File: src/rtl/blkc_pkg.sv
// Shared constants, sequencer state type and placeholder transform for the
// block-cipher register front-end. Assumes a 64-bit block on a 32-bit bus.
package blkc_pkg;
    localparam int BUS_AW    = 8;
    localparam int WORD_W    = 32;
    localparam int BLK_W     = 2 * WORD_W;
    localparam int KEY_WORDS = 6;
    localparam int XF_ROT    = 8;

    localparam logic [BUS_AW-1:0] A_KEY_TOP = 8'h14;
    localparam logic [BUS_AW-1:0] A_CV0     = 8'h18;
    localparam logic [BUS_AW-1:0] A_CV1     = 8'h1C;
    localparam logic [BUS_AW-1:0] A_CTRL    = 8'h20;
    localparam logic [BUS_AW-1:0] A_LEN     = 8'h24;
    localparam logic [BUS_AW-1:0] A_DAT0    = 8'h28;
    localparam logic [BUS_AW-1:0] A_DAT1    = 8'h2C;
    localparam logic [BUS_AW-1:0] A_REV     = 8'h30;
    localparam logic [BUS_AW-1:0] A_MASK    = 8'h34;
    localparam logic [BUS_AW-1:0] A_ISTAT   = 8'h3C;
    localparam logic [BUS_AW-1:0] A_IEN     = 8'h40;

    typedef enum logic [1:0] {
        ST_IDLE    = 2'd0,
        ST_WAIT_IN = 2'd1,
        ST_RUN     = 2'd2,
        ST_OUT     = 2'd3
    } seq_state_t;

    // Byte address of key word n: pairs are stored top-down, halves swapped.
    function automatic logic [BUS_AW-1:0] key_addr(input int n);
        return A_KEY_TOP - BUS_AW'((n ^ 1) * 4);
    endfunction

    // Placeholder forward transform: rotate left, then mix in the key.
    function automatic logic [BLK_W-1:0] xf_fwd(input logic [BLK_W-1:0] x,
                                                input logic [BLK_W-1:0] k);
        return {x[BLK_W-XF_ROT-1:0], x[BLK_W-1:BLK_W-XF_ROT]} ^ k;
    endfunction

    // Placeholder inverse transform: remove the key, then rotate right.
    function automatic logic [BLK_W-1:0] xf_inv(input logic [BLK_W-1:0] y,
                                                input logic [BLK_W-1:0] k);
        logic [BLK_W-1:0] t;
        t = y ^ k;
        return {t[XF_ROT-1:0], t[BLK_W-1:XF_ROT]};
    endfunction
endpackage

File: src/rtl/blkc_keymix.sv
// Effective-key builder: folds the stored key pairs into one block-wide key.
// Assumes the words are packed with word n at bits [n*WW +: WW]. Pair 0 is
// always used; the further pairs are XORed in only in triple-key mode.
module blkc_keymix #(
    parameter int NWORDS = 6,
    parameter int WW     = 32
) (
    input  logic [NWORDS*WW-1:0] key_flat,
    input  logic                 triple,
    output logic [2*WW-1:0]      key_eff
);
    localparam int NPAIR = NWORDS / 2;

    logic [NPAIR-1:0][2*WW-1:0] acc;

    generate
        for (genvar p = 0; p < NPAIR; p++) begin : g_pair
            logic [2*WW-1:0] pair_v;
            // Purpose: slice pair p as {word 2p+1, word 2p}.
            assign pair_v = key_flat[p*2*WW +: 2*WW];
            if (p == 0) begin : g_first
                assign acc[p] = pair_v;
            end else begin : g_rest
                assign acc[p] = acc[p-1] ^ (triple ? pair_v : '0);
            end
        end
    endgenerate

    assign key_eff = acc[NPAIR-1];
endmodule

File: src/rtl/blkc_chain.sv
// Chaining datapath around the placeholder transform. It gives the block
// result and the next chaining value for the current mode. Purely
// combinational; the caller decides when to capture the results.
module blkc_chain
    import blkc_pkg::*;
(
    input  logic [BLK_W-1:0] din,
    input  logic [BLK_W-1:0] cv,
    input  logic [BLK_W-1:0] key,
    input  logic             encrypt,
    input  logic             chained,
    output logic [BLK_W-1:0] result,
    output logic [BLK_W-1:0] cv_next
);
    logic [BLK_W-1:0] fb;

    assign fb = chained ? cv : '0;

    // Purpose: feedback before the transform on encrypt, after it on decrypt.
    always_comb begin
        if (encrypt) begin
            result  = xf_fwd(din ^ fb, key);
            cv_next = result;
        end else begin
            result  = xf_inv(din, key) ^ fb;
            cv_next = din;
        end
    end
endmodule

File: src/rtl/blkc_seq.sv
// Per-block sequencer: remaining-byte count, input/run/output handshake,
// fixed transform latency and the two sticky interrupt status bits.
// Assumes LAT >= 1 and LEN_W > 3. All state is cleared by a synchronous
// active-low reset.
module blkc_seq
    import blkc_pkg::*;
#(
    parameter int LAT   = 4,
    parameter int LEN_W = 16
) (
    input  logic             clk,
    input  logic             rst_n,
    input  logic             len_wr,
    input  logic [LEN_W-4:0] len_hi,
    input  logic             din_last_wr,
    input  logic             dout_last_rd,
    input  logic             stat_wr,
    input  logic [1:0]       stat_keep,
    output logic             in_rdy,
    output logic             out_rdy,
    output logic             run_done,
    output logic [1:0]       stat,
    output logic [LEN_W-1:0] remaining
);
    localparam int               CNT_W     = (LAT > 1) ? $clog2(LAT) : 1;
    localparam logic [CNT_W-1:0] CNT_LAST  = CNT_W'(LAT - 1);
    localparam logic [LEN_W-1:0] BLK_BYTES = LEN_W'(8);

    seq_state_t       st_q;
    logic [CNT_W-1:0] cnt_q;
    logic [LEN_W-1:0] rem_q;
    logic             st_in_q, st_out_q;
    logic             last_blk, set_in, set_out;

    assign in_rdy    = (st_q == ST_WAIT_IN);
    assign out_rdy   = (st_q == ST_OUT);
    assign run_done  = (st_q == ST_RUN) && (cnt_q == CNT_LAST);
    assign last_blk  = (rem_q == BLK_BYTES);
    assign set_in    = ((st_q == ST_IDLE) && (rem_q != '0)) ||
                       ((st_q == ST_OUT) && dout_last_rd && !last_blk);
    assign set_out   = run_done;
    assign stat      = {st_out_q, st_in_q};
    assign remaining = rem_q;

    // Purpose: advance the block handshake and keep the remaining count.
    always_ff @(posedge clk) begin
        if (!rst_n) begin
            st_q  <= ST_IDLE;
            cnt_q <= '0;
            rem_q <= '0;
        end else begin
            case (st_q)
                ST_IDLE: begin
                    if (len_wr) begin
                        rem_q <= {len_hi, 3'b000};
                    end else if (rem_q != '0) begin
                        st_q <= ST_WAIT_IN;
                    end
                end
                ST_WAIT_IN: begin
                    if (din_last_wr) begin
                        st_q  <= ST_RUN;
                        cnt_q <= '0;
                    end
                end
                ST_RUN: begin
                    if (run_done) st_q <= ST_OUT;
                    else          cnt_q <= cnt_q + CNT_W'(1);
                end
                ST_OUT: begin
                    if (dout_last_rd) begin
                        rem_q <= rem_q - BLK_BYTES;
                        st_q  <= last_blk ? ST_IDLE : ST_WAIT_IN;
                    end
                end
                default: st_q <= ST_IDLE;
            endcase
        end
    end

    // Purpose: sticky status bits; a write may only clear, events set.
    always_ff @(posedge clk) begin
        if (!rst_n) begin
            st_in_q  <= 1'b0;
            st_out_q <= 1'b0;
        end else begin
            st_in_q  <= (stat_wr ? (st_in_q & stat_keep[0]) : st_in_q) | set_in;
            st_out_q <= (stat_wr ? (st_out_q & stat_keep[1]) : st_out_q) | set_out;
        end
    end

    assert_len_aligned_R4: assert property (@(posedge clk) disable iff (!rst_n)
        rem_q[2:0] == 3'b000);

    assert_wait_last_word_R5: assert property (@(posedge clk) disable iff (!rst_n)
        (in_rdy && !din_last_wr) |=> in_rdy);

    assert_out_flag_R10: assert property (@(posedge clk) disable iff (!rst_n)
        $rose(out_rdy) |-> st_out_q);

    assert_out_held_R11: assert property (@(posedge clk) disable iff (!rst_n)
        (out_rdy && !dout_last_rd) |=> out_rdy);

    assert_release_count_R11: assert property (@(posedge clk) disable iff (!rst_n)
        (out_rdy && dout_last_rd) |=> (rem_q == $past(rem_q) - BLK_BYTES));

    assert_stop_at_zero_R11: assert property (@(posedge clk) disable iff (!rst_n)
        (rem_q == '0) |-> (!in_rdy && !out_rdy));
endmodule

File: src/rtl/blkc_regfront.sv
// Register front-end for a 64-bit block-cipher engine on a 32-bit bus.
// It decodes the register map, holds keys, chaining value and data words,
// and drives the interrupt and data-mover request outputs. Reads are
// combinational on bus_addr; only a read of the upper data word has a side
// effect. Synchronous active-low reset clears everything except the
// constant revision word.
module blkc_regfront
    import blkc_pkg::*;
#(
    parameter int          LATENCY   = 4,
    parameter int          LEN_W     = 16,
    parameter logic [2:0]  REV_MAJOR = 3'd2,
    parameter logic [5:0]  REV_MINOR = 6'd9
) (
    input  logic              clk,
    input  logic              rst_n,
    input  logic              bus_wr,
    input  logic              bus_rd,
    input  logic [BUS_AW-1:0] bus_addr,
    input  logic [WORD_W-1:0] bus_wdata,
    output logic [WORD_W-1:0] bus_rdata,
    output logic              irq,
    output logic              dma_in_req,
    output logic              dma_out_req
);
    localparam int NKEY = KEY_WORDS;

    logic [NKEY*WORD_W-1:0] key_flat;
    logic [BLK_W-1:0]       cv_q, din_q, dout_q;
    logic                   ctrl_cbc, ctrl_tdes, ctrl_enc;
    logic                   mask_go, mask_in, mask_out;
    logic [1:0]             ien_q;
    logic [BLK_W-1:0]       key_eff, result, cv_next;
    logic                   in_rdy, out_rdy, run_done;
    logic [1:0]             stat;
    logic [LEN_W-1:0]       remaining;
    logic                   wr_cv0, wr_cv1;

    assign wr_cv0 = bus_wr && (bus_addr == A_CV0);
    assign wr_cv1 = bus_wr && (bus_addr == A_CV1);

    blkc_keymix #(.NWORDS(NKEY), .WW(WORD_W)) u_keymix (
        .key_flat (key_flat),
        .triple   (ctrl_tdes),
        .key_eff  (key_eff)
    );

    blkc_chain u_chain (
        .din     (din_q),
        .cv      (cv_q),
        .key     (key_eff),
        .encrypt (ctrl_enc),
        .chained (ctrl_cbc),
        .result  (result),
        .cv_next (cv_next)
    );

    blkc_seq #(.LAT(LATENCY), .LEN_W(LEN_W)) u_seq (
        .clk          (clk),
        .rst_n        (rst_n),
        .len_wr       (bus_wr && (bus_addr == A_LEN)),
        .len_hi       (bus_wdata[LEN_W-1:3]),
        .din_last_wr  (bus_wr && (bus_addr == A_DAT1)),
        .dout_last_rd (bus_rd && (bus_addr == A_DAT1)),
        .stat_wr      (bus_wr && (bus_addr == A_ISTAT)),
        .stat_keep    (bus_wdata[2:1]),
        .in_rdy       (in_rdy),
        .out_rdy      (out_rdy),
        .run_done     (run_done),
        .stat         (stat),
        .remaining    (remaining)
    );

    // Purpose: register writes, and result/chaining capture at block end.
    always_ff @(posedge clk) begin
        if (!rst_n) begin
            key_flat  <= '0;
            cv_q      <= '0;
            din_q     <= '0;
            dout_q    <= '0;
            ctrl_cbc  <= 1'b0;
            ctrl_tdes <= 1'b0;
            ctrl_enc  <= 1'b0;
            mask_go   <= 1'b0;
            mask_in   <= 1'b0;
            mask_out  <= 1'b0;
            ien_q     <= '0;
        end else begin
            if (bus_wr) begin
                for (int n = 0; n < NKEY; n++) begin
                    if (bus_addr == key_addr(n)) key_flat[n*WORD_W +: WORD_W] <= bus_wdata;
                end
                case (bus_addr)
                    A_CV0:  cv_q[WORD_W-1:0]     <= bus_wdata;
                    A_CV1:  cv_q[BLK_W-1:WORD_W] <= bus_wdata;
                    A_CTRL: {ctrl_cbc, ctrl_tdes, ctrl_enc} <= bus_wdata[4:2];
                    A_DAT0: if (in_rdy) din_q[WORD_W-1:0]     <= bus_wdata;
                    A_DAT1: if (in_rdy) din_q[BLK_W-1:WORD_W] <= bus_wdata;
                    A_MASK: {mask_out, mask_in, mask_go} <= {bus_wdata[6], bus_wdata[5], bus_wdata[0]};
                    A_IEN:  ien_q <= bus_wdata[2:1];
                    default: ;
                endcase
            end
            if (run_done) begin
                dout_q <= result;
                if (ctrl_cbc) cv_q <= cv_next;
            end
        end
    end

    // Purpose: combinational read mux over the register map.
    always_comb begin
        bus_rdata = '0;
        for (int n = 0; n < NKEY; n++) begin
            if (bus_addr == key_addr(n)) bus_rdata = key_flat[n*WORD_W +: WORD_W];
        end
        case (bus_addr)
            A_CV0:   bus_rdata = cv_q[WORD_W-1:0];
            A_CV1:   bus_rdata = cv_q[BLK_W-1:WORD_W];
            A_CTRL:  bus_rdata = {27'd0, ctrl_cbc, ctrl_tdes, ctrl_enc, in_rdy, out_rdy};
            A_LEN:   bus_rdata = WORD_W'(remaining);
            A_DAT0:  bus_rdata = dout_q[WORD_W-1:0];
            A_DAT1:  bus_rdata = dout_q[BLK_W-1:WORD_W];
            A_REV:   bus_rdata = {21'd0, REV_MAJOR, 2'b00, REV_MINOR};
            A_MASK:  bus_rdata = {25'd0, mask_out, mask_in, 4'd0, mask_go};
            A_ISTAT: bus_rdata = {29'd0, stat, 1'b0};
            A_IEN:   bus_rdata = {29'd0, ien_q, 1'b0};
            default: ;
        endcase
    end

    assign irq         = |(stat & ien_q);
    assign dma_in_req  = mask_go && mask_in && in_rdy;
    assign dma_out_req = mask_go && mask_out && out_rdy;

    assert_dout_stable_R6: assert property (@(posedge clk) disable iff (!rst_n)
        (out_rdy && $past(out_rdy)) |-> $stable(dout_q));

    assert_cv_hold_R8: assert property (@(posedge clk) disable iff (!rst_n)
        (!ctrl_cbc && !wr_cv0 && !wr_cv1) |=> $stable(cv_q));

    assert_req_excl_R12: assert property (@(posedge clk) disable iff (!rst_n)
        !(dma_in_req && dma_out_req));

    assert_irq_cause_R10: assert property (@(posedge clk) disable iff (!rst_n)
        $rose(irq) |-> ($rose(in_rdy) || $rose(out_rdy) || $changed(ien_q)));
endmodule

File: config.mk
export PLATFORM = sky130hd
export DESIGN_NAME = blkc_regfront
export DESIGN_NICKNAME = d
export VERILOG_FILES = /design/src/rtl/blkc_pkg.sv /design/src/rtl/blkc_keymix.sv /design/src/rtl/blkc_chain.sv /design/src/rtl/blkc_seq.sv /design/src/rtl/blkc_regfront.sv
export SDC_FILE = /design/constraint.sdc
export NUM_CORES = 1
export LEC_CHECK = 0
export BUFFER_PORTS_ARGS = -buffer_cell sky130_fd_sc_hd__buf_4
export CAP_MARGIN = 20
export CORE_MARGIN = 2
export CORE_UTILIZATION = 52
export CTS_CLUSTER_DIAMETER = 80
export DETAILED_ROUTE_END_ITERATION = 8
export MAX_ROUTING_LAYER = met4
export PLACE_DENSITY = 0.69
export SLEW_MARGIN = 5
export SYNTH_ARGS = -nofsm -noshare
export SYNTH_HDL_FRONTEND = slang
export SYNTH_SLANG_ARGS = --single-unit
File: constraint.sdc
create_clock -name clk -period 2.9 [get_ports clk]
set_input_delay 0.435 -clock clk [delete_from_list [all_inputs] [get_ports clk]]
set_output_delay 0.435 -clock clk [all_outputs]
set_load 0.02 [all_outputs]
==> results of run 1 <==
[layout by cell type (no fill, tap or decap), types with 7 or more instances in the layout]
cell	count
sky130_fd_sc_hd__a2111oi_2	60
sky130_fd_sc_hd__xor2_1	128
sky130_fd_sc_hd__xnor3_1	128
sky130_fd_sc_hd__a221oi_1	10
sky130_fd_sc_hd__nor3_1	74
sky130_fd_sc_hd__clkbuf_8	13
sky130_fd_sc_hd__o22ai_1	32
sky130_fd_sc_hd__o21ai_0	30
sky130_fd_sc_hd__a2111oi_0	9
sky130_fd_sc_hd__buf_12	41
sky130_fd_sc_hd__mux2i_1	140
sky130_fd_sc_hd__inv_1	8
sky130_fd_sc_hd__mux2_2	12
sky130_fd_sc_hd__a31oi_1	7
sky130_fd_sc_hd__clkbuf_16	51
sky130_fd_sc_hd__nor2_1	121
sky130_fd_sc_hd__dfxtp_1	408
sky130_fd_sc_hd__nand2_1	754
sky130_fd_sc_hd__a21oi_1	299
sky130_fd_sc_hd__o21a_1	8
sky130_fd_sc_hd__nand3_1	22
sky130_fd_sc_hd__a22oi_1	109
sky130_fd_sc_hd__clkbuf_1	7
sky130_fd_sc_hd__mux4_2	8
sky130_fd_sc_hd__and2_1	65
sky130_fd_sc_hd__buf_4	167
sky130_fd_sc_hd__o22a_1	7
[kinds of logic after synthesis]
logic type	count (synthesis)	synth area share, %
adders and majority gates	6	0.3102
DFF	411	34.00
buffers and inverters	260	4.611
AOI/OAI and AO/OA	624	18.13
and+or+nand+nor	1105	19.31
xor gates and xnor gates	256	16.54
muxes	160	7.093
[per-stage QoR]
stage	TNS, ns	power [mW]	worst slack [ns]
floorplan	0	6.840	0.1169
global route	0	14.45	0.001933
finish	0	14.11	0.03230
CTS	0	14.04	0.01792
global placement	-0.3551	7.409	-0.1233
detailed placement	-0.3665	7.435	-0.1212
[flip-flops by register name, summed over array words and instances, names as in the netlist, 2 cells and up]
name	count
u_seq.st_q	2
cv_q	64
din_q	64
key_flat	192
ien_q	2
u_seq.cnt_q	2
dout_q	64
u_seq.remaining	13
[per-layer routing]
metal  global-route usage (%)  up-vias  share of wire, %
met4                    22.71        0               6.3
met1                    54.24    11040                38
met5                        -        -                 0
met2                    58.42     1737                42
met3                    10.17      367                14
li1                         -     9867                 -
[worst max path at each step]
stage / start / to / slack (ns) / cells after the start
floorplan: bus_addr[6] / bus_rdata[14] / 0.12 / 7
global placement: bus_addr[1] / bus_rdata[26] / -0.12 / 8
detailed placement: bus_addr[1] / bus_rdata[26] / -0.12 / 8
CTS: bus_addr[7] / bus_rdata[18] / 0.02 / 9
global route: bus_addr[7] / bus_rdata[5] / 0.002 / 9
finish: u_seq.st_q[1]$_SDFFE_PN0P_ / bus_rdata[1] / 0.03 / 7
[critical path: stages (launching register included)]
cell	delay (ns)
sky130_fd_sc_hd__dfxtp_1	0.41
sky130_fd_sc_hd__inv_1	0.10
sky130_fd_sc_hd__ha_1	0.26
sky130_fd_sc_hd__a22oi_1	0.27
sky130_fd_sc_hd__o221ai_1	0.26
sky130_fd_sc_hd__a211oi_2	0.26
sky130_fd_sc_hd__a21oi_1	0.09
sky130_fd_sc_hd__buf_4	0.17
[power groups by stage]
stage	registers [mW]	logic (mW)	clock network [mW]
after floorplan	5.94	0.898	0
after global placement	6.02	1.39	0
after detailed placement	6.02	1.41	0
after CTS	5.90	1.42	6.73
after global routing	5.91	1.57	6.97
final	5.91	1.47	6.73
[cell type report]
class | instances | area share (%)
diodes | 5 | 0.04476
flip-flops and latches | 411 | 29.45
clock inverters | 18 | 0.9445
repair buffers | 211 | 7.543
multi-input cells | 2151 | 53.84
clock buffers | 71 | 5.300
inverters | 10 | 0.1611
well taps | 607 | 2.717
[cells in the mapped netlist (all sizes together) (5+ instances only)]
library cell,number
a221oi,11
a211oi,5
mux2i,140
a2111oi,74
xor2,128
nand4,5
nand2,755
a222oi,6
a21oi,300
and3,10
mux4,8
mux2,12
o22ai,32
nand3,28
o22a,7
and2,65
buf,60
dfxtp,411
o21ai,30
o21a,8
xnor3,128
nor2,129
clkbuf,190
a31oi,7
inv,9
ha,6
a22oi,111
nor3,78
[timing repair]
action	4_1_cts	5_1_grt
setup endpoints to repair	5	10
setup buffers	0	2
gates resized for setup	2	9
pin swaps	0	3
hold buffers	0	0
==> implementation parameters, run 1 <==
Parameter                              Value

Drt
  DRT antenna net count    0
  Vias    23,010
  Starting DRC count in detailed routing    3,265
  DRC Markers    0
  Detailed-route wire length    97,290 um
  Number of vias per cell    6.605
  Number of search-and-repair iterations in the first detailed-routing pass    6
  Wire per inst    27.92 um

Synthesis
  Primary FF master, synth    sky130_fd_sc_hd__dfxtp_1
  Syn avg cell area    8.576 um2
  Cell Area, Synth    24,200 um2
  EDFF count, synth    0
  Synth cell types    70
  Main area contributors after synthesis    sky130_fd_sc_hd__dfxtp_1, sky130_fd_sc_hd__xnor3_1, sky130_fd_sc_hd__nand2_1, sky130_fd_sc_hd__a21oi_1, sky130_fd_sc_hd__mux2i_1
  Post-Syn Nets    2,872
  Number of synthesis warnings    0
  Area share of the leading cell type in the synthesized netlist    between 30% and 40%
  Cell taking the most area after synthesis    sky130_fd_sc_hd__dfxtp_1
  Number of flip-flops and latches in the synthesized netlist    411
  Gate Count Post-Synth    between 2,000 and 3,000
  Share of synthesized area occupied by flip-flops and latches    34.00%
  Async S/R FF share, synth    0%

Worst hold path
  Min-Delay Endpoint    key_flat[148]$_SDFFE_PN0P_
  Startpoint of the lowest-slack hold path    bus_wdata[20]
  Worst Hold Depth    3
  Worst Hold Class    primary input to register

Pwr
  Proportion of power drawn by combinational gates    10.4%
  Static leakage power    around 11 nW
  Worst vdd rail ir drop    482.8 uV
  Power share of the clock group    between 40% and 50%
  Power dissipated by switching net loads    3.788 mW
  Switching portion of total power    between 20% and 30%
  P_int    10.33 mW
  Share of power burned in registers    41.9%
  Pwr/cell area    505.0 nW/um2

Timing
  Relative slew slack    45.69%
  Final setup violation count    0
  Fmax    roughly 350 MHz
  Max Slew Vio Count    0
  Hold violation count in the final report    0
  Setup repair after global routing missed its margin    false
  Worst Max-Slew Pin Slew    around 0.81 ns
  WHS    0.1347 ns
  Post-route clock skew    ~0.018 ns
  Final cycle utilization of the critical path    98.89%
  Period minus WS final    roughly 2.9 ns

Worst setup path
  Peak fanout along the critical path    5
  Cell depth of the worst flop-to-flop path    6
  Kind of end point of the critical path    primary output
  Capture point of the worst reg-to-reg path    cv_q[42]$_SDFF_PN0_
  Crit path required time    2.47 ns
  Arrival time of data at the critical path endpoint    2.43 ns
  Startpoint of the most critical register-to-register path    u_seq.st_q[0]$_SDFFE_PN0P_
  Worst setup slack for register-to-register paths    0.49 ns
  Worst Setup Path Type    register to primary output
  Kind of start point of the critical path    register

Global route
  Via count of the first global-routing pass    approximately 22,000
  First-pass GRT wire length    143,400 um
  Pin count of the biggest net entering global routing    132
  Initial antenna violation count    4
  Global-route congestion overflow total    0
  Global Route Usage Sum    a little over 40%

Cells and area
  Area of all placed cells without fillers    27,950 um2
  Final core utilization    60.42%
  Synthesis-to-finish area growth    15.49%
  FF+latch area    8232 um2
  Filler Cell Count    4,005
  Area of the multi-input gates    ~15,000 um2
  Final nets    2,884
  Share of final-layout standard cells stronger than drive strength 1    14.87%
  Non-Filler Instances    roughly 3,500

Floorplan
  Die H    219.7 um
  Boundary pin count    79
  Initial standard-cell utilization of the core    about 52%
  Placeable Area    46,260 um2
  # rows    79
  Horizontal die dimension    219.7 um
  DIE AREA    just under 50,000 um2

Clock tree
  TritonCTS clock tree    built
  Total number of clock tree sinks    411
  Post-CTS clock slew at the launch and capture registers of the worst setup and hold paths    approximately 0.060 ns
  Number of buffers added by the clock tree synthesis step    49
  Worst skew pair latency    0.62 ns
  Number of levels in the clock H-tree    2
  Clock root buffer master    sky130_fd_sc_hd__clkbuf_16
  CTS max path bufs    3

Placement
  Placer congestion estimate    0.9943
  Placed Area    26,140 um2
  Port bufs    78
  Half-perimeter wire length after placement    63,710 um
  Inst Count DP    3,388

Flow run
  Maximum Capacitance Violations    0

Status
  Outcome    completed
Note: power is estimated with default switching activity, not from simulation.
==> run 2: changes to the inputs <==
CAP_MARGIN = unset   (was 20)
CORE_ASPECT_RATIO = 1.25   (was unset)
==> run 2 against run 1 <==
Compared with the run above:
- non-clock buffer count increased by 14
- clock power decreased by 11%
- sequential cell count stayed put
- register-to-register slack got worse by 0.08 ns
- fmax is 0.38% higher
- combinational power rose by 4%
- die area about the same
- via count is 1.8% lower
- power decreased by 5.2%
- critical path type is now primary input to primary output
- largest cell class unchanged
- largest power group unchanged
==> implementation parameters, run 2 (synthesized netlist as in run 1, its figures left out) <==
Parameter                              Value

Timing
  Post-route clock skew    0.01824 ns (+0.0005822 ns)
  Relative slew slack    28.73% (-17 points)
  Fmax    350.0 MHz (+0.38%)
  Final setup violation count    0 (unchanged)
  Final cycle utilization of the critical path    98.51% (-0.37 points)
  Hold violation count in the final report    0 (unchanged)
  Worst Max-Slew Pin Slew    1.069 ns (+0.2543 ns)
  Worst path setup slack after routing    0.04316 ns (+0.01087 ns)
  Period minus WS final    2.857 ns (-0.01087 ns)
  Max Slew Vio Count    0 (unchanged)
  Setup repair after global routing missed its margin    false

Worst setup path
  Critical path, cell by cell    buf_4 > buf_12 > buf_4 > mux2i_1 > o22ai_1 > buf_4 > a221oi_2 > a21oi_1 > buf_4
  Worst setup slack for register-to-register paths    0.41 ns (-0.08 ns)
  Crit path required time    2.47 ns (about the same)
  Peak fanout along the critical path    24 (+19)
  Arrival time of data at the critical path endpoint    2.42 ns (about the same)
  Slowest stage cell on the critical path    sky130_fd_sc_hd__mux2i_1
  Most numerous cell on the critical path    sky130_fd_sc_hd__buf_4
  Biggest cell delay along the critical path    0.32 ns (-0.09 ns)
  Kind of end point of the critical path    primary output
  Kind of start point of the critical path    primary input
  Worst Setup Path Type    primary input to primary output

Cells and area
  Final core utilization    60.08% (-0.34 points)
  Filler Cell Count    4,007 (+0.050%)
  Area of all placed cells without fillers    27,650 um2 (-1.1%)
  Area of the multi-input gates    15,050 um2 (about the same)
  Non-Filler Instances    3,470 (-0.40%)
  Commonest non-fill, non-tap cell in the layout    sky130_fd_sc_hd__nand2_1
  Final nets    2,894 (+0.35%)
  Top register by number of flip-flops    key_flat
  Number of flip-flops in the largest register    192 (unchanged)
  Share of final-layout standard cells stronger than drive strength 1    15.01% (+0.14 points)
  Highest-count cells in the layout ignoring fill and taps    sky130_fd_sc_hd__nand2_1, sky130_fd_sc_hd__dfxtp_1, sky130_fd_sc_hd__a21oi_1, sky130_fd_sc_hd__buf_4, sky130_fd_sc_hd__mux2i_1
  FF+latch area    8234 um2 (about the same)
  Synthesis-to-finish area growth    14.26%

Floorplan
  Die H    245.2 um (+12%)
  Initial standard-cell utilization of the core    52.59% (+0.27 points)
  Placeable Area    46,020 um2 (-0.51%)
  Boundary pin count    79 (unchanged)
  # rows    88 (+11%)
  DIE AREA    48,290 um2 (about the same)
  Horizontal die dimension    197.0 um (-10%)

Drt
  DRC Markers    0 (unchanged)
  Vias    22,590 (-1.8%)
  Number of vias per cell    6.511 (-1.4%)
  DRT antenna net count    0 (unchanged)
  Wire per inst    27.75 um (-0.62%)
  Detailed-route wire length    96,300 um (-1.0%)
  Starting DRC count in detailed routing    2,972 (-9.0%)
  Number of search-and-repair iterations in the first detailed-routing pass    7 (+1)

Clock tree
  Post-CTS Hold Fix Bufs    0 (unchanged)
  Number of levels in the clock H-tree    2 (unchanged)
  CTS max path bufs    3 (unchanged)
  Number of buffers added by the clock tree synthesis step    45 (-8.2%)
  TritonCTS clock tree    built
  Post-CTS clock slew at the launch and capture registers of the worst setup and hold paths    0.06 ns (about the same)
  Clock root buffer master    sky130_fd_sc_hd__clkbuf_16
  Total number of clock tree sinks    411 (unchanged)
  Worst skew pair latency    0.60 ns (-0.02 ns)

Placement
  Half-perimeter wire length after placement    64,790 um (+1.7%)
  Placed Area    26,080 um2 (-0.22%)
  Inst Count DP    3,381 (-0.21%)
  Placer congestion estimate    0.9817 (-1.3%)
  Placement Setup Slack    -0.01026 ns (+0.1109 ns)
  Port bufs    78 (unchanged)

Global route
  Peak-usage layer in the global routing report    met2
  Via count of the first global-routing pass    21,670 (-0.95%)
  Met2 routing resource usage after global routing    61.74% (+3.3 points)
  Global-route congestion overflow total    0 (unchanged)
  Met1 usage    49.67% (-4.6 points)
  Pin count of the biggest net entering global routing    137 (+3.8%)
  First-pass GRT wire length    140,800 um (-1.8%)
  Met3 demand-to-capacity share in global routing    8.739% (-1.4 points)
  Global Route Usage Sum    40.54% (-0.81 points)
  Initial antenna violation count    6 (+2)

Pwr
  Static leakage power    10.95 nW (-0.89%)
  Pwr/cell area    483.6 nW/um2 (-4.2%)
  Worst vdd rail ir drop    524.9 uV (+8.7%)

Worst hold path
  Worst Hold Class    primary input to register

Status
  Outcome    completed

Flow run
  Maximum Capacitance Violations    0 (unchanged)
[run 2: changes by cell type in the layout (fill, tap and decap cells not counted), sizes merged]
cell | previous run | this run
clkinv | 9 | 8
clkbuf | 71 | 67
diode | 5 | 6
bufinv | 6 | 2
inv | 12 | 11
clkinvlp | 1 | 4
buf | 211 | 225
[run 2: worst max-delay path, delay by kind of cell]
family          cells  cell delay, ns
mux                 1            0.32
compound gates      3            0.58
buf+inv             5            1.05
[run 2: cell type report]
type | instances | share of cell area (%)
multi-input combinational | 2151 | 54.44
sequential | 411 | 29.78
timing repair buffer | 225 | 7.479
clock buffer | 67 | 4.923
tap | 585 | 2.647
clock inverter | 15 | 0.5158
inverter | 10 | 0.1629
antenna | 6 | 0.05430
[run 2: power by group]
group / switching, mW / leakage [nW] / total (mW) / internal, mW
logic: 0.988 / 6.90 / 1.53 / 0.539
clock network: 2.54 / 0.734 / 5.97 / 3.43
registers: 0.143 / 3.31 / 5.88 / 5.74
total: 3.67 / 10.9 / 13.4 / 9.71
[run 2: path summary, 6_finish.rpt]
kind,startpoint,endpoint,depth (start not counted)
hold / removal,bus_wdata[19],key_flat[147]$_SDFFE_PN0P_,3
setup / recovery,bus_addr[2],bus_rdata[13],9
setup reg to reg,u_seq.remaining[10]$_SDFFE_PN0P_,u_seq.st_q[0]$_SDFFE_PN0P_,6
hold reg to reg,dout_q[9]$_SDFFE_PN0N_,dout_q[9]$_SDFFE_PN0N_,2
[run 2: timing repair]
item / CTS / global route
pin swaps: 0 / 1
setup buffers: 0 / 1
endpoints found under the setup margin: 3 / 8
resized for setup: 4 / 9
[run 2: metal layers]
layer | vias to the layer above | part of all wire, % | routed length, um
met3 | 399 | 11 | 10850
met5 | - | 0 | 0
met1 | 10780 | 37 | 35510
li1 | 9882 | - | -
met4 | 0 | 6.7 | 6467
met2 | 1537 | 45 | 43480
[run 2: stage by stage]
stage	power, mW	hold WS (ns)	setup TNS (ns)
after detailed placement	7.477	0.4264	-0.01327
after floorplan	6.840	0.4099	0
final	13.37	0.1444	0
after CTS	13.33	0.1283	0
after global routing	13.68	0.1488	0
after global placement	7.467	0.4198	-0.02278
